**config.mk**
```make
export PLATFORM = sky130hd
export DESIGN_NAME = pm_sleep_ctrl
export DESIGN_NICKNAME = d
export VERILOG_FILES = /design/src/rtl/pm_pkg.sv /design/src/rtl/pm_throttle.sv /design/src/rtl/pm_lat_timer.sv /design/src/rtl/pm_seq.sv /design/src/rtl/pm_sleep_ctrl.sv
export SDC_FILE = /design/constraint.sdc
export NUM_CORES = 1
export LEC_CHECK = 0
export BUFFER_PORTS_ARGS = -buffer_cell sky130_fd_sc_hd__buf_2
export CORE_UTILIZATION = 34
export CTS_BUF_LIST = sky130_fd_sc_hd__clkbuf_8
export CTS_CLUSTER_SIZE = 12
export DETAILED_ROUTE_END_ITERATION = 10
export SETUP_SLACK_MARGIN = 0.4
export SYNTH_ARGS = -nofsm -noshare
export SYNTH_HDL_FRONTEND = slang
export SYNTH_HIERARCHICAL = 1
export SYNTH_SLANG_ARGS = --single-unit
```
**constraint.sdc**
```tcl
create_clock -name clk -period 3.1 [get_ports clk]
set_clock_uncertainty 0.15 [all_clocks]
set_input_delay 0.31 -clock clk [delete_from_list [all_inputs] [get_ports clk]]
set_output_delay 0.31 -clock clk [all_outputs]
set_load 0.02 [all_outputs]
```
**src/rtl/pm_pkg.sv**
```systemverilog
package pm_pkg;
  typedef enum logic [3:0] {
    PH_RUN, PH_FLUSH, PH_L1, PH_PLL, PH_CORE, PH_SLEEP,
    PH_XCORE, PH_XL1, PH_XPLL, PH_XCLK, PH_XDONE
  } phase_t;

  localparam logic [2:0] ST_FULL  = 3'd0;
  localparam logic [2:0] ST_LOW   = 3'd1;
  localparam logic [2:0] ST_ENTER = 3'd5;
  localparam logic [2:0] ST_WAKE  = 3'd6;
endpackage

```
**src/rtl/pm_throttle.sv**
```systemverilog
module pm_throttle #(
  parameter int HYST_W = 8
) (
  input  logic              clk,
  input  logic              rst_n,
  input  logic              hot,
  input  logic [HYST_W-1:0] hyst_cnt,
  output logic              throttle
);
  logic [HYST_W-1:0] clear_cnt;
  logic [HYST_W:0]   clear_nxt;

  always_comb clear_nxt = {1'b0, clear_cnt} + 1'b1;

  always_ff @(posedge clk or negedge rst_n) begin
    if (!rst_n) begin
      throttle  <= 1'b0;
      clear_cnt <= '0;
    end else if (hot) begin
      throttle  <= 1'b1;
      clear_cnt <= '0;
    end else if (throttle) begin
      if (clear_nxt >= {1'b0, hyst_cnt}) begin
        throttle  <= 1'b0;
        clear_cnt <= '0;
      end else begin
        clear_cnt <= clear_nxt[HYST_W-1:0];
      end
    end
  end
endmodule

```
**src/rtl/pm_lat_timer.sv**
```systemverilog
module pm_lat_timer #(
  parameter int LAT_W = 14
) (
  input  logic             clk,
  input  logic             rst_n,
  input  logic             load,
  input  logic [LAT_W-1:0] load_val,
  output logic             expired
);
  logic [LAT_W-1:0] remain;

  always_ff @(posedge clk or negedge rst_n) begin
    if (!rst_n)              remain <= '0;
    else if (load)           remain <= load_val;
    else if (remain != '0)   remain <= remain - 1'b1;
  end

  assign expired = (remain == '0);
endmodule

```
**src/rtl/pm_seq.sv**
```systemverilog
module pm_seq
  import pm_pkg::*;
#(
  parameter int STEP_W = 4,
  parameter int LAT_W  = 14,
  parameter int LAT1   = 125,
  parameter int LAT2   = 2500,
  parameter int LAT3   = 12500
) (
  input  logic              clk,
  input  logic              rst_n,
  input  logic              sleep_req,
  input  logic [1:0]        sleep_depth,
  input  logic              wake,
  input  logic              flush_ack,
  input  logic              pll_lock,
  input  logic [STEP_W-1:0] step_delay,
  input  logic              lat_expired,
  output logic              lat_load,
  output logic [LAT_W-1:0]  lat_val,
  output phase_t            phase,
  output logic [1:0]        depth_q,
  output logic              clk_en,
  output logic              pll_en,
  output logic              flush_req,
  output logic              l1_pg,
  output logic              core_pg,
  output logic              done,
  output logic              err
);
  logic [STEP_W-1:0] timer;
  logic              wake_seen;
  logic              wake_any;
  logic              step_due;

  assign wake_any = wake | wake_seen;
  assign step_due = (timer == '0);
  assign lat_load = (phase == PH_SLEEP) && wake_any;

  always_comb begin
    case (depth_q)
      2'd3:    lat_val = LAT_W'(LAT3 - 1);
      2'd2:    lat_val = LAT_W'(LAT2 - 1);
      default: lat_val = LAT_W'(LAT1 - 1);
    endcase
  end

  always_ff @(posedge clk or negedge rst_n) begin
    if (!rst_n) begin
      phase     <= PH_RUN;
      depth_q   <= 2'd0;
      clk_en    <= 1'b1;
      pll_en    <= 1'b1;
      flush_req <= 1'b0;
      l1_pg     <= 1'b0;
      core_pg   <= 1'b0;
      timer     <= '0;
      wake_seen <= 1'b0;
      done      <= 1'b0;
      err       <= 1'b0;
    end else begin
      done <= 1'b0;
      if (sleep_req && (phase != PH_RUN || sleep_depth == 2'd0)) err <= 1'b1;
      if (wake && phase != PH_RUN) wake_seen <= 1'b1;
      if (phase != PH_RUN && phase != PH_SLEEP && !step_due) timer <= timer - 1'b1;
      case (phase)
        PH_RUN: if (sleep_req && sleep_depth != 2'd0) begin
          clk_en    <= 1'b0;
          depth_q   <= sleep_depth;
          wake_seen <= 1'b0;
          timer     <= step_delay;
          phase     <= PH_FLUSH;
        end
        PH_FLUSH: if (step_due) begin
          if (!flush_req) flush_req <= 1'b1;
          else if (flush_ack) begin
            flush_req <= 1'b0;
            timer     <= step_delay;
            if (wake_any) begin
              wake_seen <= 1'b0;
              phase     <= PH_XCLK;
            end else begin
              phase <= PH_L1;
            end
          end
        end
        PH_L1: if (step_due) begin
          l1_pg <= 1'b1;
          timer <= step_delay;
          phase <= (depth_q == 2'd1) ? PH_SLEEP : PH_PLL;
        end
        PH_PLL: if (step_due) begin
          pll_en <= 1'b0;
          timer  <= step_delay;
          phase  <= (depth_q == 2'd3) ? PH_CORE : PH_SLEEP;
        end
        PH_CORE: if (step_due) begin
          core_pg <= 1'b1;
          timer   <= step_delay;
          phase   <= PH_SLEEP;
        end
        PH_SLEEP: if (wake_any) begin
          wake_seen <= 1'b0;
          timer     <= step_delay;
          phase     <= PH_XCORE;
        end
        PH_XCORE: if (step_due) begin
          if (core_pg) begin
            core_pg <= 1'b0;
            timer   <= step_delay;
          end
          phase <= PH_XL1;
        end
        PH_XL1: if (step_due) begin
          if (l1_pg) begin
            l1_pg <= 1'b0;
            timer <= step_delay;
          end
          phase <= PH_XPLL;
        end
        PH_XPLL: if (step_due) begin
          if (!pll_en) begin
            pll_en <= 1'b1;
            timer  <= step_delay;
          end
          phase <= PH_XCLK;
        end
        PH_XCLK: if (step_due && pll_lock) begin
          clk_en <= 1'b1;
          phase  <= PH_XDONE;
        end
        PH_XDONE: if (lat_expired) begin
          done  <= 1'b1;
          phase <= PH_RUN;
        end
        default: phase <= PH_RUN;
      endcase
    end
  end
endmodule

```
**src/rtl/pm_sleep_ctrl.sv**
```systemverilog
module pm_sleep_ctrl
  import pm_pkg::*;
#(
  parameter int STEP_W = 4,
  parameter int HYST_W = 8,
  parameter int LAT1   = 125,
  parameter int LAT2   = 2500,
  parameter int LAT3   = 12500
) (
  input  logic              clk,
  input  logic              rst_n,
  input  logic              sleep_req,
  input  logic [1:0]        sleep_depth,
  input  logic              wake,
  input  logic              lf_req,
  input  logic              temp_hot,
  input  logic              rate_hot,
  input  logic              flush_ack,
  input  logic              pll_lock,
  input  logic [STEP_W-1:0] step_delay,
  input  logic [HYST_W-1:0] hyst_cnt,
  output logic              clk_en,
  output logic              pll_en,
  output logic              l1_flush_req,
  output logic              l1_pg_en,
  output logic              core_pg_en,
  output logic              op_sel,
  output logic [2:0]        pm_state,
  output logic              wake_done,
  output logic              err
);
  localparam int LAT_MAX = (LAT3 > LAT2) ? ((LAT3 > LAT1) ? LAT3 : LAT1)
                                         : ((LAT2 > LAT1) ? LAT2 : LAT1);
  localparam int LAT_W   = $clog2(LAT_MAX + 1);

  phase_t           phase;
  logic [1:0]       depth_q;
  logic             throttle_q;
  logic             lat_load;
  logic             lat_expired;
  logic [LAT_W-1:0] lat_val;

  pm_throttle #(.HYST_W(HYST_W)) u_thr (
    .clk(clk), .rst_n(rst_n), .hot(temp_hot | rate_hot),
    .hyst_cnt(hyst_cnt), .throttle(throttle_q)
  );

  pm_lat_timer #(.LAT_W(LAT_W)) u_lat (
    .clk(clk), .rst_n(rst_n), .load(lat_load),
    .load_val(lat_val), .expired(lat_expired)
  );

  pm_seq #(
    .STEP_W(STEP_W), .LAT_W(LAT_W), .LAT1(LAT1), .LAT2(LAT2), .LAT3(LAT3)
  ) u_seq (
    .clk(clk), .rst_n(rst_n), .sleep_req(sleep_req), .sleep_depth(sleep_depth),
    .wake(wake), .flush_ack(flush_ack), .pll_lock(pll_lock),
    .step_delay(step_delay), .lat_expired(lat_expired), .lat_load(lat_load),
    .lat_val(lat_val), .phase(phase), .depth_q(depth_q), .clk_en(clk_en),
    .pll_en(pll_en), .flush_req(l1_flush_req), .l1_pg(l1_pg_en),
    .core_pg(core_pg_en), .done(wake_done), .err(err)
  );

  assign op_sel = throttle_q | lf_req;

  always_comb begin
    case (phase)
      PH_RUN:                      pm_state = op_sel ? ST_LOW : ST_FULL;
      PH_SLEEP:                    pm_state = {1'b0, depth_q} + 3'd1;
      PH_FLUSH, PH_L1, PH_PLL,
      PH_CORE:                     pm_state = ST_ENTER;
      default:                     pm_state = ST_WAKE;
    endcase
  end
endmodule

```
# Yosys cells after proc, flatten, opt, wreduce, memory -nomap -nowiden
# Index checks and enable logic that the tools add are counted.
[word_totals]
regBits = 41
inputBits = 23
output_inout_bits = 11
wordCells = 141
[classes]
add_sub_neg = 4
order_cmp = 1
eq_ne = 27
n_mux = 61
bitwise_logic = 3
reduce_logical = 31
[ops]
columns = ["op", "n"]
rows = [
  ["$mux W4", 27],
  ["$pmux W4 S11", 1],
  ["$mux W14", 2],
  ["$pmux W14 S2", 1],
  ["$pmux W4 S7", 1],
  ["$mux W8", 3],
  ["$ne A2 B1 Y1 const B", 11],
  ["$mux W1", 19],
  ["$eq A4 B3 Y1 const B", 4],
  ["$logic_not A14 Y1", 1],
  ["$reduce_bool A14 Y1", 1],
  ["$reduce_bool A2 Y1", 7],
  ["$sub A14 B1 Y14 const B", 1],
  ["$reduce_and A13 Y1", 1],
  ["$eq A4 B4 Y1 const B", 3],
  ["$reduce_and A3 Y1", 4],
  ["$add A8 B1 Y9 const B", 1],
  ["$ge A9 B8 Y1", 1],
  ["$pmux W3 S3", 1],
  ["$eq A4 B2 Y1 const B", 2],
  ["$logic_not A4 Y1", 2],
  ["$pmux W1 S2", 4],
  ["$logic_and A1 B1 Y1", 7],
  ["$eq A2 B2 Y1 const B", 2],
  ["other kinds (16)", 20],
]

# Logic depth before layout (Yosys ltp)
[logic_depth]
ltp_word = 8
mapped_depth = 10

# By module
# The synthesis kept the hierarchy.
[by_module_without_submodules]
columns = ["mod", "instances", "cells_each", "area_each_um2"]
rows = [
  ["pm_seq", 1, 156, 1305.0],
  ["pm_lat_timer", 1, 77, 837.1],
  ["pm_throttle", 1, 77, 704.4],
  ["pm_sleep_ctrl", 1, 13, 103.8],
]

# Least setup slack after synthesis
# OpenSTA, ideal clock, no wires.
[synth_timing]
path_kind = "reg-to-reg"
from = "register u_thr.clear_cnt[0]"
to = "register u_thr.clear_cnt[2]"
setup_ns = 0.101
t_arrival_ns = 2.129
t_required_ns = 2.849
slack_ns = 0.720
stages_incl_launch_ff = 11
path_buffers = 0
period_less_slack_ns = 2.380
cell_sequence = "dfrtp_1 > ha_1 > nand3_2 > nor2_1 > xnor2_1 > inv_1 > ha_1 > a211o_1 > a21oi_2 > o221ai_2 > o32ai_1"
[synth_via]
elab_chain_len = 5
[synth_rtl]
columns = ["item", "line", "source"]
rows = [
  ["start: declaration", "pm_throttle.sv:10", "logic [HYST_W-1:0] clear_cnt;"],
  ["start signal: assignment", "pm_throttle.sv:27", "clear_cnt <= clear_nxt[HYST_W-1:0];"],
  ["$add A8 B1 Y9 (*)", "pm_throttle.sv:13", "always_comb clear_nxt = {1'b0, clear_cnt} + 1'b1;"],
  ["$ge A9 B8 Y1", "pm_throttle.sv:23", "if (clear_nxt >= {1'b0, hyst_cnt}) begin"],
  ["$mux W8 (*)", "pm_throttle.sv:23", ""],
  ["$mux W8 (*)", "pm_throttle.sv:22", "end else if (throttle) begin"],
  ["$mux W8 (*)", "pm_throttle.sv:19", "end else if (hot) begin"],
]
# Mark *: on every way between the ends. The rest lies on a longest branch, timed or not. The select of a mux whose other input is x is not followed.
# A chain may end at the register's enable or synchronous reset.

# Worst setup path in the final report
[layout_timing]
from = "register u_thr.clear_cnt[0]"
to = "register u_thr.throttle"
[layout_via]
elab_chain_len = 5
[layout_rtl]
columns = ["item", "line", "source"]
rows = [
  ["$add A8 B1 Y9", "pm_throttle.sv:13", ""],
  ["$ge A9 B8 Y1", "pm_throttle.sv:23", ""],
  ["$mux W1", "pm_throttle.sv:23", ""],
  ["$mux W1", "pm_throttle.sv:22", ""],
  ["$mux W1", "pm_throttle.sv:19", ""],
  ["end signal: assignment", "pm_throttle.sv:17", "throttle <= 1'b0;"],
  ["end signal: assignment", "pm_throttle.sv:20", "throttle <= 1'b1;"],
  ["end signal: assignment", "pm_throttle.sv:24", "throttle <= 1'b0;"],
  ["end: declaration", "pm_throttle.sv:8", "output logic throttle"],
]
# Every way passes these cells.

==> results.yml <==
clock_network:
  cts_max_path_buffers: 2
  hold_buffers: 0
  cts_tree: "yes"
  cts.sinks: 41
  clk_latency_ns: 0.29
  cts_buffers: 5
  clk_pin_slew_worst_paths_ns: 0.08
  htreeDepth: 2
  cts_root_buf: "clkbuf_8"
routing:
  via_per_inst: 5.24
  wl_per_cell_um: 14.2
  first_pass_iters: 4
  first_iter_violations: 89
  drc: 0
  vias: 2393
  routed_wl_mm: 6.48
  ant_nets: 0
run_status:
  violations: "hold timing"
  outcome: "finished, violations left"
synth:
  async_flop_share: 1.00
  yosysTopAreaCell: "dfrtp_1"
  synth_flop_cell: "dfrtp_1"
  yosys_warnings: 6
  ys_seq_area_frac: 0.349
  synth_common_cells: "dfrtp_1, nand2_1, inv_1, nor2_1, o21ai_0"
  synth_top_area_frac: 0.331
  synthMuxAreaShare: 0.0335
  synth-compound-area-share: 0.204
  syn_avg_cell_area_sq_um: 9.13
  synth_adder_area_share: 0.0551
  synth_edf_count: 0
  synth_area_leaders: "dfrtp_1, ha_1, xnor2_1"
  netlist_instances: 323
  ys_seq_elements: 41
  synthSimpleGateAreaFrac: 0.225
  yosys.cell_count.top_type: "dfrtp_1"
  synth_top_family_by_area: "simple AND/OR/NAND/NOR gates"
  synthesis.area_sq_um: 2950
  synth_xor_area_frac: 0.0564
  ys_types: 70
sta:
  post-route-min-period_ns: 2.63
  fin_crit_sh: 0.849
  rsz0062_at_grt: "no"
  drv_slew: 0
  worst_slack_ns: 0.469
  tightest_slew_ns: 0.909
  fmaxAchievable_mhz: 380
  final-setup-viol-count: 0
  final_hold_viol_count: 8
  relSlewSlack: 0.394
  fin_setup_tns_ns: 0
  holdWs_ns: -0.00691
pwr:
  seq_power_share: 0.373
  leakage_uw: 0.00151
  sw_frac_of_total: 0.437
  p_sw_uw: 1210
  p_comb_frac: 0.500
  vdd_drop_max_uv: 402
  finalPower_uw: 2780
  clkPwrFrac: 0.128
  power.density_nw_per_um2: 808
  p_int_uw: 1560
global_routing:
  grtUsageTotal: 0.149
  grt_overflow: 0
  grt_max_degree: 42
  grt_pass1_vias: 2269
  antenna_found_initial: 0
  grt_pass1_wl_mm: 10.7
placement:
  dp.cells: 445
  place.gp.congestion: 0.809
  post-place-ws_ns: 0.451
  dpl.hpwl_mm: 4.35
  io_buffer_count: 33
finish:
  antennaDiodeCount: 0
  fill_cells: 844
  layout.nets: 387
  layoutNonFillerInstCount: 457
  area_growth_pct: 16.5
  drive_gt1_frac: 0.256
floorplanning:
  io_pins: 34
  rows: 33
  core_sq_um: 8300
  die_h_um: 95.2
  die-area_sq_um: 9050
  dieWidth_um: 95.2
  initial_core_util: 0.355
worst_setup_path:
  crit_required_ns: 3.17
  crit_path_end_kind: "flop"
  worstPathMaxFanout: 5
  crit_type: "flop to flop"
  cp-start-kind: "flop"
  critPathArrivalTime_ns: 2.70
hold_path:
  holdCritPathClass: "input port to async pin"
job:
  maxCapViolCount: 0
stage by stage:
step | utilization | hold WS, ns | area, sq um
after CTS | 0.392 | 0.0327 | 3250
after global routing | 0.414 | 0.0940 | 3440
after floorplan | - | -0.136 | 2950
final | 0.414 | -0.00691 | 3440
after global placement | 0.381 | 0.299 | 3160
after detailed placement | 0.381 | 0.301 | 3160
layout by cell type, fill, tap and decap left out, drive strengths merged, types with 2 or more instances in the layout:
cell,n
mux2,4
clkbuf,6
conb,3
o221ai,2
a211oi,5
or2,4
a21oi,6
dfrtp,39
o31ai,6
dfstp,2
nor2b,3
buf,41
nor2,26
nand4b,2
ha,13
o32a,2
mux2i,5
xnor2,14
inv,27
o21a,2
nor3b,4
xor2,5
nand3,10
nor4,4
a22o,7
nor3,11
and3,3
o32ai,3
o21ai,20
a31oi,5
a21o,3
o211ai,3
nand2b,9
o41ai,5
nand2,32
power by group through the flow:
stage | registers [uW] | clock network [uW] | logic [uW]
floorplan | 950 | 0 | 1210
global placement | 1040 | 0 | 1370
detailed placement | 1040 | 0 | 1380
CTS | 1030 | 373 | 1390
global route | 1080 | 386 | 1570
finish | 1030 | 355 | 1390
per-layer routing:
layer | vias to the layer above | track usage | wire, um
li1 | 1203 | - | -
met1 | 1124 | 0.212 | 3080
met2 | 59 | 0.229 | 3060
met3 | 7 | 0.0247 | 259
met4 | 0 | 0.0480 | 72
met5 | - | 0 | 0
layout make-up:
class	instances	area, sq um	area share
inverter	25	93.8	0.0273
timing repair buffer	41	238	0.0692
clock buffer	6	82.6	0.0240
clock inverter	2	7.51	0.00218
tap	105	131	0.0382
sequential	41	1030	0.300
multi-input combinational	237	1850	0.539
flip-flops by register name, summed over array words and instances (netlist names):
signal	cells
u_thr/throttle	1
u_seq/pll_en	1
u_seq/wake_seen	1
u_lat/remain	14
u_seq/clk_en	1
u_thr/clear_cnt	8
u_seq/timer	4
u_seq/flush_req	1
u_seq/done	1
u_seq/depth_q	2
u_seq/phase	4
u_seq/l1_pg	1
u_seq/err	1
u_seq/core_pg	1
cell families (layout without fill, tap and decap cells):
logic type / after synthesis / count (layout)
buffers and inverters: 47 / 74
other: 2 / 3
AOI/OAI and AO/OA: 77 / 78
muxes: 9 / 9
xor gates and xnor gates: 19 / 19
adders and majority gates: 13 / 13
and+or+nand+nor: 115 / 115
DFF: 41 / 41
critical path, stage by stage, from the launching register on:
cell and delay, ns:
dfrtp_2 0.45, ha_4 0.19, nand3_4 0.13, nor2_2 0.06, xnor2_1 0.21, inv_1 0.07, ha_1 0.29, a211o_1 0.31
a21oi_4 0.21, o221ai_4 0.17, buf_4 0.18, o21ai_0 0.12
final timing paths:
kind | start | slack [ns] | endpoint | depth (start not counted)
setup / recovery | u_thr/clear_cnt[0]$_DFFE_PN0P_ | 0.47 | u_thr/throttle$_DFF_PN0_ | 11
hold / removal | rst_n | -0.007 | u_lat/remain[5]$_DFFE_PN0P_ | 1
setup reg to reg | u_thr/clear_cnt[0]$_DFFE_PN0P_ | 0.47 | u_thr/throttle$_DFF_PN0_ | 11
hold reg to reg | u_seq/err$_DFFE_PN0P_ | 0.32 | u_seq/err$_DFFE_PN0P_ | 1
max in group asynchronous | rst_n | 2.18 | u_thr/clear_cnt[0]$_DFFE_PN0P_ | 1
min in group clk | step_delay[3] | 0.09 | u_seq/timer[3]$_DFF_PN0_ | 3
what timing repair did:
action	CTS	global route
gates resized for setup	0	20
setup buffers	0	3
setup endpoints to repair	0	9
(Power assumes the default switching activity.)
